File: src/rtl/nco_pkg.sv
package nco_pkg;
  // increment for a wanted bit rate: floor(baud * 2^acc_w / clk_hz)
  function automatic logic [63:0] calc_inc(input longint clk_hz, input longint baud,
                                           input int acc_w);
    return 64'((baud << acc_w) / clk_hz);
  endfunction
endpackage

File: src/rtl/nco_rate_reg.sv
module nco_rate_reg #(
  parameter int              NCO_W   = 16,
  parameter logic [NCO_W-1:0] DEF_INC = '0
) (
  input  logic             clk_i,
  input  logic             rst_ni,
  input  logic             we_i,
  input  logic [NCO_W-1:0] field_i,
  output logic             load_o,
  output logic [NCO_W-1:0] inc_o
);
  logic [NCO_W-1:0] inc_q;

  assign load_o = we_i && (field_i != '0);

  always_ff @(posedge clk_i or negedge rst_ni) begin
    if (!rst_ni)     inc_q <= DEF_INC;
    else if (load_o) inc_q <= field_i;
  end

  assign inc_o = inc_q;
endmodule

File: src/rtl/nco_phase_acc.sv
module nco_phase_acc #(
  parameter int NCO_W = 16,
  parameter int ACC_W = 20
) (
  input  logic             clk_i,
  input  logic             rst_ni,
  input  logic             clr_i,
  input  logic [NCO_W-1:0] inc_i,
  output logic             tick_o
);
  logic [ACC_W-1:0] acc_q;
  logic [ACC_W:0]   sum;
  logic             tick_q;

  assign sum = {1'b0, acc_q} + (ACC_W+1)'(inc_i);

  always_ff @(posedge clk_i or negedge rst_ni) begin
    if (!rst_ni) begin
      acc_q  <= '0;
      tick_q <= 1'b0;
    end else if (clr_i) begin
      acc_q  <= '0;
      tick_q <= 1'b0;
    end else begin
      acc_q  <= sum[ACC_W-1:0];
      tick_q <= sum[ACC_W];
    end
  end

  assign tick_o = tick_q;
endmodule

File: src/rtl/nco_char_cnt.sv
module nco_char_cnt #(
  parameter int CHAR_BITS = 10,
  localparam int CNT_W    = $clog2(CHAR_BITS)
) (
  input  logic             clk_i,
  input  logic             rst_ni,
  input  logic             clr_i,
  input  logic             tick_i,
  output logic             done_o,
  output logic [CNT_W-1:0] cnt_o
);
  localparam logic [CNT_W-1:0] LAST = CNT_W'(CHAR_BITS - 1);
  logic [CNT_W-1:0] cnt_q;

  always_ff @(posedge clk_i or negedge rst_ni) begin
    if (!rst_ni)      cnt_q <= '0;
    else if (clr_i)   cnt_q <= '0;
    else if (tick_i)  cnt_q <= (cnt_q == LAST) ? '0 : cnt_q + 1'b1;
  end

  assign done_o = tick_i && (cnt_q == LAST);
  assign cnt_o  = cnt_q;
endmodule

File: src/rtl/nco_bitrate_gen.sv
module nco_bitrate_gen #(
  parameter longint CLK_HZ    = 50_000_000,
  parameter longint DEF_BAUD  = 230_400,
  parameter int     NCO_W     = 16,
  parameter int     ACC_W     = 20,
  parameter int     CHAR_BITS = 10,
  localparam int    CNT_W     = $clog2(CHAR_BITS),
  localparam logic [NCO_W-1:0] DEF_INC =
    NCO_W'(nco_pkg::calc_inc(CLK_HZ, DEF_BAUD, ACC_W))
) (
  input  logic             clk_i,
  input  logic             rst_ni,
  input  logic             ctrl_we_i,
  input  logic [31:0]      ctrl_wdata_i,
  output logic             bit_tick_o,
  output logic             char_done_o,
  output logic [NCO_W-1:0] rate_o
);
  logic             load;
  logic [NCO_W-1:0] inc;
  logic             tick;
  logic [CNT_W-1:0] char_cnt;

  nco_rate_reg #(.NCO_W(NCO_W), .DEF_INC(DEF_INC)) u_rate (
    .clk_i, .rst_ni,
    .we_i   (ctrl_we_i),
    .field_i(ctrl_wdata_i[16 +: NCO_W]),
    .load_o (load),
    .inc_o  (inc)
  );

  nco_phase_acc #(.NCO_W(NCO_W), .ACC_W(ACC_W)) u_acc (
    .clk_i, .rst_ni,
    .clr_i (load),
    .inc_i (inc),
    .tick_o(tick)
  );

  nco_char_cnt #(.CHAR_BITS(CHAR_BITS)) u_char (
    .clk_i, .rst_ni,
    .clr_i (load),
    .tick_i(tick),
    .done_o(char_done_o),
    .cnt_o (char_cnt)
  );

  assign bit_tick_o = tick;
  assign rate_o     = inc;
endmodule

File: config.mk
export PLATFORM = sky130hd
export DESIGN_NAME = nco_bitrate_gen
export DESIGN_NICKNAME = d
export VERILOG_FILES = /design/src/rtl/nco_pkg.sv /design/src/rtl/nco_rate_reg.sv /design/src/rtl/nco_phase_acc.sv /design/src/rtl/nco_char_cnt.sv /design/src/rtl/nco_bitrate_gen.sv
export SDC_FILE = /design/constraint.sdc
export NUM_CORES = 1
export LEC_CHECK = 0
export BUFFER_PORTS_ARGS = -buffer_cell sky130_fd_sc_hd__buf_2
export CAP_MARGIN = 20
export CORE_MARGIN = 2
export CORE_UTILIZATION = 45
export DETAILED_ROUTE_END_ITERATION = 6
export GPL_TIMING_DRIVEN = 0
export PLACE_DENSITY = 0.66
export SLEW_MARGIN = 5
export SYNTH_ARGS = -nofsm -noshare
export SYNTH_HDL_FRONTEND = slang
export SYNTH_HIERARCHICAL = 1
export SYNTH_SLANG_ARGS = --single-unit
File: constraint.sdc
create_clock -name clk_i -period 3.9 [get_ports clk_i]
set_clock_uncertainty 0.05 [all_clocks]
set_input_delay 0.585 -clock clk_i [delete_from_list [all_inputs] [get_ports clk_i]]
set_output_delay 0.585 -clock clk_i [all_outputs]
set_load 0.05 [all_outputs]
* Word-level counts from Yosys, hierarchy flattened *
Index checks and enable logic that the tools add are counted.

cells by class
  mux-type cells = 5
  equal/unequal tests = 1
  add/sub/neg operators = 2
  reductions and logical operators = 4

operators by type and width
  cell                                                            number
  20-bit by 16-bit adder with 21-bit output                       1
  20-bit 2-to-1 mux                                               1
  16-bit nonzero test                                             1
  4-bit 2-to-1 mux                                                3
  4-bit by 1-bit adder with 4-bit output (second input constant)  1
  4-bit equality test (second input constant)                     1
  1-bit logical AND                                               2
  2-bit nonzero test                                              1
  1-bit 2-to-1 mux                                                1

word-level totals
  input bits = 35
  register bits = 41
  output and inout bits = 18

* Depth between registers and ports, before layout *
Gate-level depths: netlist (run 1).

  depth in word-level cells = 4
  gate-level depth with buffers = 7

* Hierarchy *
Netlist (run 1), hierarchy kept.

modules (own cells, without submodules)
  module         instances  cells an instance  area an instance (um2)
  nco_phase_acc  1          174                1622.8
  nco_rate_reg   1          39                 681.9
  nco_char_cnt   1          26                 241.5

* Worst setup path before layout (run 1) *
No wires, ideal clock.

  path type = register to register
  from = register u_rate.inc_q[0] (netlist: u_rate/inc_o[0])
  to = register u_acc.acc_q[14]
  required time = 3.725 ns
  buffers on the path = 0
  arrival = 2.238 ns
  cell stages (with the launch flop) = 8
  setup slack = 1.487 ns
  path through = dfstp_2 -> ha_1 -> fa_1 -> a21o_2 -> a221oi_2 -> o31ai_4 -> a21boi_2 -> mux2_2

between the ends
  cells in the longest elaborated chain, start to end = 2

RTL lines
  element                                    line                 RTL
  start: declaration                         nco_rate_reg.sv:12   logic [NCO_W-1:0] inc_q;
  start signal: assignment                   nco_rate_reg.sv:18   else if (load_o) inc_q <= field_i;
  20-bit by 16-bit adder with 21-bit output  nco_phase_acc.sv:15  assign sum = {1'b0, acc_q} + (ACC_W+1)'(inc_i);
  20-bit 2-to-1 mux                          nco_phase_acc.sv:21  end else if (clr_i) begin
  end signal: assignment                     nco_phase_acc.sv:25  acc_q <= sum[ACC_W-1:0];
  end: declaration                           nco_phase_acc.sv:11  logic [ACC_W-1:0] acc_q;

Every way passes these cells.
A chain may end at the register's enable or synchronous reset.

* Worst setup path after layout (run 1) *
Ends and elaborated chain as after synthesis.

==> results of run 1 <==
worst paths after layout:
| kind | cells after the start | slack, ns | start | to |
|---|---|---|---|---|
| hold reg to reg | 1 | 0.50 | u_rate/inc_o[14]$_DFFE_PN0P_ | u_rate/inc_o[14]$_DFFE_PN0P_ |
| hold / removal | 1 | 0.35 | rst_ni | u_rate/inc_o[8]$_DFFE_PN0P_ |
| min in group clk_i | 2 | 0.48 | ctrl_wdata_i[17] | u_rate/inc_o[1]$_DFFE_PN1P_ |
| setup / recovery | 7 | 1.38 | u_rate/inc_o[0]$_DFFE_PN1P_ | u_acc/acc_q[14]$_DFF_PN0_ |
| setup reg to reg | 7 | 1.38 | u_rate/inc_o[0]$_DFFE_PN1P_ | u_acc/acc_q[14]$_DFF_PN0_ |
| max in group asynchronous | 1 | 2.88 | rst_ni | u_acc/acc_q[7]$_DFF_PN0_ |
power by group through the flow:
stage,registers [mW],clock network [mW],logic [mW]
after floorplan,0.627,0,0.675
after global placement,0.574,0,0.896
after detailed placement,0.579,0,0.908
after CTS,0.572,0.289,0.915
after global routing,0.584,0.307,1.02
final,0.571,0.276,0.921
metrics by stage:
step | hold WS, ns | util
finish | 0.355 | 0.530
global route | 0.433 | 0.530
CTS | 0.390 | 0.530
detailed placement | 0.487 | 0.515
global placement | 0.479 | 0.515
floorplan | 0.239 | -
critical path, cell delays in order, from the launching register on:
cell and delay [ns]:
sky130_fd_sc_hd__dfstp_2 0.39, sky130_fd_sc_hd__ha_1 0.24, sky130_fd_sc_hd__fa_1 0.43, sky130_fd_sc_hd__a21o_2 0.24, sky130_fd_sc_hd__a221oi_2 0.39, sky130_fd_sc_hd__o31ai_4 0.15
sky130_fd_sc_hd__a21boi_2 0.17, sky130_fd_sc_hd__mux2_2 0.34
routing by layer:
layer	vias to the layer above	wire length (µm)	track usage	share of wire
met4	0	46	0.0569	0.0086
met2	43	2430	0.299	0.45
met5	-	0	0	0
met3	5	167	0.0341	0.031
li1	957	-	-	-
met1	926	2730	0.267	0.51
layout make-up:
type	instances	area, µm²
Sequential cell	41	1040
Fill cell	510	2570
Buffer	4	30.0
Clock inverter	3	17.5
Tap cell	72	90.1
Clock buffer	5	68.8
Timing Repair Buffer	36	180
Inverter	5	18.8
Multi-Input combinational cell	189	1460
sequential cells by signal, summed over array words and instances, names as in the netlist:
register	count
u_acc/acc_q	20
u_char/cnt_o	4
u_acc/tick_o	1
u_rate/inc_o	16
cells in the final DEF (no fill, tap or decap), drive strengths merged, types with 7 or more instances in the layout:
cell    netlist  layout
dfstp         9       9
a21oi        24      24
nor2         23      23
o21ai         8       8
buf           2      38
clkbuf        2       7
nand2        21      21
ha           18      18
dfrtp        32      32
mux2         21      21
Yosys cell counts (all sizes together), types with 2 or more instances:
master / count
dfstp: 9
buf: 2
nand2b: 2
nor2b: 6
ha: 18
dfrtp: 32
o21a: 6
a21o: 6
inv: 5
a21boi: 2
nor3: 2
o21bai: 2
nand4: 2
nand3b: 3
o211ai: 3
nand2: 21
o21ai: 8
nor4: 6
xor2: 6
nand3: 4
mux2: 21
xnor2: 4
nor2: 23
o22ai: 3
a41oi: 2
a21oi: 24
and3: 3
clkbuf: 2
logic make-up (layout without fill, tap and decap cells):
logic type,count (synthesis),after routing,share of synthesized area
AND/OR/NAND/NOR,76,76,0.150
AO/OA/AOI/OAI,62,62,0.181
flip-flops,41,41,0.407
multiplexers,22,22,0.112
adder cells (fa/ha/maj),19,19,0.0963
XOR/XNOR,10,10,0.0344
buffers and inverters,9,53,0.0192
==> results by group, run 1 <==
Clocking
  • Skew-Pair Late Insertion Delay: roughly 0.30 ns
  • Number of buffers on the longest clock path: 2
  • Clock tree root buffer cell: sky130_fd_sc_hd__clkbuf_8
  • Clock slew at the register clock pins of the worst setup and hold paths: 0.09 ns
  • Number of buffers added by the clock tree synthesis step: 5
  • Post-CTS sizing: 0
  • H-tree lvl count: 2
  • Setup Buffers After CTS: 0
  • Clock tree from TritonCTS: done
  • Hold-fix buffer count after cts: 0
  • CTS sink count: between 40 and 50

Floorplan
  • Top Ports: 53
  • Initial core utilization: 0.465
  • Horizontal die dimension: slightly below 80 µm
  • Chip height: around 79 µm
  • Standard cell core area: ~0.0055 mm²
  • Die Outline Area: between 0.006 and 0.007 mm²
  • Site row count: 27

STA
  • Unrepaired setup endpoints after global routing: false
  • Final count of hold timing violations: 0
  • Max Slew Vio Count: 0
  • Worst relative slew slack: 0.400
  • Fraction of the cycle the final worst path needs: 0.646
  • Transition at the pin with the smallest max-transition slack: 0.901 ns
  • Setup-violating endpoint count in the final report: 0
  • Final TNS setup: 0 ns
  • Highest clock rate: just under 400 MHz
  • Final WS setup: 1.38 ns
  • Clock period minus final worst setup slack: ~2.5 ns

Route
  • Count of vias placed by the detailed router: 1931
  • Antenna viol nets, final: 0
  • DRC violation count after routing: 0
  • Drt wl/cell: ~15 µm
  • Violation count after the first detailed-route iteration: 90
  • DR pass1 iterations: 4
  • Ratio of routed vias to standard cells: 5.44
  • Sum of routed wire length over all layers: between 5000 and 6000 µm

Worst setup path
  • Endpoint required time on the critical path: between 4 and 5 ns
  • Element type at the critical path start: flop
  • Data arrival time of the worst path: around 2.7 ns
  • Crit path max fanout: 3
  • Category of the worst setup path capture point: flop
  • Type of the worst setup path: flop to flop

Yosys
  • Most instantiated flip-flop cell in the synthesis netlist: sky130_fd_sc_hd__dfrtp_1
  • Fraction of synthesis flops using an asynchronous set or reset pin: 1.00
  • Top cells by area, synth: sky130_fd_sc_hd__dfrtp_1 31%, sky130_fd_sc_hd__dfstp_2 9.3%, sky130_fd_sc_hd__ha_1 8.8%, sky130_fd_sc_hd__mux2_4 5.9%, sky130_fd_sc_hd__mux2_2 4.9%
  • Average cell area after synthesis: between 10 and 15 µm²
  • Number of enable flip-flop cells after synthesis: 0
  • Synth Net Count: 293
  • Share of Yosys cell area claimed by the top area cell type: 0.314
  • Number of library cell types mapped by synthesis: 47
  • Post-synthesis cell area: ~0.0025 mm²
  • Yosys top cell by area: sky130_fd_sc_hd__dfrtp_1
  • Yosys warns: 6
  • Seq cells post-synth: 41
  • Syn Inst Count: 239
  • Proportion of synthesized chip area in sequential cells: 0.407

Layout
  • Number of standard cells in the final layout excluding fillers: 355
  • Proportion of layout cells with a drive suffix above 1: 0.325
  • Synth-to-Final Area Change: 14.0%
  • Final cell area excluding filler cells: 0.00290 mm²
  • Fin nets: 336
  • Antenna cells: 0

Power
  • Peak supply drop: a little over 0.3 mV
  • Switching share of power: 0.423
  • Pwr Total: about 1.8 mW
  • Share of power burned in combinational logic: 0.521
  • Total power per unit cell area: ~610 mW/mm²
  • Clock power share: 0.156
  • Power Internal: 1.02 mW
  • Sequential power share: 0.323
  • Static leakage: 1.31 nW
  • Switching power of the nets: about 0.75 mW

Global route
  • Sum of overflow across all layers after global routing: 0
  • Initial antenna violation count: 0
  • Vias in the first global route: 1962
  • Global-route wire length before repair: ~9300 µm
  • Total global routing track utilization: 0.190
  • Maximum number of pins on one net before global-route repair: 42

Place
  • Post-detail-place hpwl: between 4000 and 5000 µm
  • Number of I/O port buffers: 36
  • Placer Congestion: roughly 0.86
  • Pre-CTS setup slack: about 1.2 ns
  • Area of placed instances: between 0.002 and 0.003 mm²
  • Inst Count DP: ~350

Job
  • Number of max-cap violations: 0

Run status
  • Run status: completed

Worst hold path
  • Class of the most critical hold timing path: primary input to asynchronous set/reset pin
Power figures use the tool's default switching activity.
==> run 2: changes to the inputs <==
ABC_AREA = 1   (was default)
PLACE_DENSITY = 0.65   (was 0.66)
clock period = 2.56 ns   (was 3.9 ns; I/O delays follow)
==> results by group, run 2 <==
Run status
  • Run status: completed

Place
  • Pre-CTS setup slack: ~0.25 ns
  • Placer Congestion: 0.873
  • Number of I/O port buffers: 35
  • Post-detail-place hpwl: approximately 5000 µm

Layout
  • Most frequent standard cell in the layout excluding fill and tap cells: sky130_fd_sc_hd__nand2_1
  • Largest register FFs: 20
  • Proportion of layout cells with a drive suffix above 1: 0.206
  • Fin nets: 480
  • Final core utilization: 0.529
  • Antenna cells: 0
  • Leading cell types in the layout, fill and taps excluded: 126 x sky130_fd_sc_hd__nand2_1, 47 x sky130_fd_sc_hd__nor2_1, 39 x sky130_fd_sc_hd__inv_1
  • Synth-to-Final Area Change: 13.9%
  • Layout fillers: around 600
  • Reg with most FFs: u_acc/acc_q

Worst setup path
  • Worst path top cell family by delay: flip-flops
  • Crit path max fanout: 3
  • CP Cell Sequence: ha_1, fa_1, nand2_1, nand3_1, nand2_1, o21ai_2, nand3_1, a21oi_1, nor2_1
  • Data arrival time of the worst path: 2.18 ns
  • Minimum setup slack among reg-to-reg paths: 0.53 ns
  • Element type at the critical path start: flop
  • Type of the worst setup path: flop to flop
  • Max stage delay on crit path: approximately 0.56 ns
  • Crit path max-delay cell type: sky130_fd_sc_hd__dfstp_2
  • Crit path buf inv count: 0
  • Category of the worst setup path capture point: flop
  • Endpoint required time on the critical path: 2.71 ns

Yosys
  • Number of enable flip-flop cells after synthesis: 0
  • Fraction of synthesis flops using an asynchronous set or reset pin: 1.00
  • Post-synthesis cell area: about 0.0028 mm²
  • Seq cells post-synth: 41
  • Average cell area after synthesis: around 7.2 µm²
  • Most instantiated flip-flop cell in the synthesis netlist: sky130_fd_sc_hd__dfrtp_1
  • Top cells by area, synth: sky130_fd_sc_hd__dfrtp_1 29%, sky130_fd_sc_hd__nand2_1 17%, sky130_fd_sc_hd__dfstp_2 8.6%, sky130_fd_sc_hd__ha_1 8.2%, sky130_fd_sc_hd__nor2_1 6.4%
  • Synth Net Count: approximately 440
  • Proportion of synthesized chip area in sequential cells: 0.377
  • Most frequent cells after synthesis: 126 x sky130_fd_sc_hd__nand2_1, 47 x sky130_fd_sc_hd__nor2_1, 39 x sky130_fd_sc_hd__inv_1, 35 x sky130_fd_sc_hd__nand3_1, 32 x sky130_fd_sc_hd__dfrtp_1
  • Syn Inst Count: ~380
  • Yosys top cell by area: sky130_fd_sc_hd__dfrtp_1
  • Share of Yosys cell area claimed by the top area cell type: 0.291
  • Yosys warns: 6
  • Number of library cell types mapped by synthesis: 32
  • Cell with the most instances after synthesis: sky130_fd_sc_hd__nand2_1

STA
  • Fraction of the cycle the final worst path needs: 0.793
  • Worst relative slew slack: 0.409
  • Final WS setup: 0.531 ns
  • Max Slew Vio Count: 0
  • Transition at the pin with the smallest max-transition slack: ~0.89 ns
  • Clock period minus final worst setup slack: about 2 ns
  • Final TNS setup: 0 ns
  • Setup-violating endpoint count in the final report: 0
  • Highest clock rate: 493 MHz
  • Post-Route Hold Slack: between 0.1 and 0.15 ns
  • Unrepaired setup endpoints after global routing: false
  • Final count of hold timing violations: 0

Clocking
  • Hold-fix buffer count after cts: 0
  • Setup Buffers After CTS: 0
  • Skew-Pair Late Insertion Delay: slightly above 0.3 ns
  • Clock slew at the register clock pins of the worst setup and hold paths: 0.09 ns
  • Clock tree from TritonCTS: done
  • Post-CTS sizing: 0
  • H-tree lvl count: 2
  • Clock tree root buffer cell: sky130_fd_sc_hd__clkbuf_8
  • Number of buffers on the longest clock path: 2
  • CTS sink count: approximately 40
  • Number of buffers added by the clock tree synthesis step: 5

Power
  • Total power per unit cell area: 774 mW/mm²
  • Peak supply drop: between 0.3 and 0.4 mV
  • Static leakage: around 1.7 nW

Worst hold path
  • Class of the most critical hold timing path: primary input to asynchronous set/reset pin

Global route
  • Total global routing track utilization: 0.209
  • Global-route wire length before repair: around 11000 µm
  • Maximum number of pins on one net before global-route repair: 42
  • Initial antenna violation count: 0
  • Sum of overflow across all layers after global routing: 0
  • Vias in the first global route: 2276

Floorplan
  • Initial core utilization: 0.465
  • Top Ports: 53
  • Standard cell core area: 0.00592 mm²
  • Site row count: 28
  • Die Outline Area: 0.00676 mm²
  • Horizontal die dimension: 82.2 µm
  • Chip height: between 80 and 90 µm

Job
  • Number of max-cap violations: 0

Route
  • Drt wl/cell: between 10 and 15 µm
  • Ratio of routed vias to standard cells: approximately 5.0
  • Antenna viol nets, final: 0
  • DRC violation count after routing: 0
  • Violation count after the first detailed-route iteration: 101
  • Count of vias placed by the detailed router: 2527
  • DR pass1 iterations: 5
  • Sum of routed wire length over all layers: 6370 µm
-- run 2: worst reg2reg max path, cell delays in order (launching register included) --
cell and delay, ns:
sky130_fd_sc_hd__dfstp_2 0.56, sky130_fd_sc_hd__ha_1 0.22, sky130_fd_sc_hd__fa_1 0.26, sky130_fd_sc_hd__nand2_1 0.09, sky130_fd_sc_hd__nand3_1 0.09, sky130_fd_sc_hd__nand2_1 0.10
sky130_fd_sc_hd__o21ai_2 0.20, sky130_fd_sc_hd__nand3_1 0.14, sky130_fd_sc_hd__a21oi_1 0.15, sky130_fd_sc_hd__nor2_1 0.05
-- run 2: final cells by class --
class | instances | area [µm²] | area share
buffer | 5 | 33.8 | 0.0108
multi-input combinational | 294 | 1520 | 0.484
clock buffer | 5 | 68.8 | 0.0220
inverter | 44 | 165 | 0.0527
timing repair buffer | 35 | 175 | 0.0559
tap | 75 | 93.8 | 0.0300
sequential | 41 | 1040 | 0.331
clock inverter | 3 | 43.8 | 0.0140
-- run 2: power by group --
part	switching (mW)	total, mW	internal (mW)
combinational	0.699	1.05	0.348
clock	0.251	0.543	0.292
sequential	0.0647	0.835	0.770
-- run 2: final timing paths --
check | startpoint | end | depth (start not counted)
worst max register to register | u_rate/inc_o[0]$_DFFE_PN1P_ | u_acc/acc_q[14]$_DFF_PN0_ | 9
worst min register to register | u_rate/inc_o[12]$_DFFE_PN1P_ | u_rate/inc_o[12]$_DFFE_PN1P_ | 2
max in group asynchronous | rst_ni | u_acc/acc_q[13]$_DFF_PN0_ | 1
min in group clk_i | ctrl_wdata_i[20] | u_rate/inc_o[4]$_DFFE_PN1P_ | 3
worst min-delay path | rst_ni | u_char/cnt_o[0]$_DFFE_PN0P_ | 1
worst max-delay path | u_rate/inc_o[0]$_DFFE_PN1P_ | u_acc/acc_q[14]$_DFF_PN0_ | 9
-- run 2: cells by family (layout without fill, tap and decap cells) --
| kind of cell | count (synthesis) | in the layout | synth area share |
|---|---|---|---|
| compound gates | 35 | 35 | 0.0723 |
| xor+xnor | 3 | 3 | 0.00955 |
| fa+ha+maj | 19 | 19 | 0.0891 |
| buf+inv | 49 | 92 | 0.0723 |
| flops | 41 | 41 | 0.377 |
| simple gates | 237 | 237 | 0.380 |
-- run 2: metrics by stage --
stage               area (µm²)  power [mW]  instances
floorplan                 2750        1.65        384
global placement          3020        1.87        494
detailed placement        3020        1.89        494
CTS                       3130        2.44        502
global route              3130        2.62        502
finish                    3130        2.42        502
-- run 2: metal layers --
metal | track usage | part of all wire
met1 | 0.266 | 0.46
met2 | 0.360 | 0.48
met3 | 0.0380 | 0.044
met4 | 0.0650 | 0.016
met5 | 0 | 0
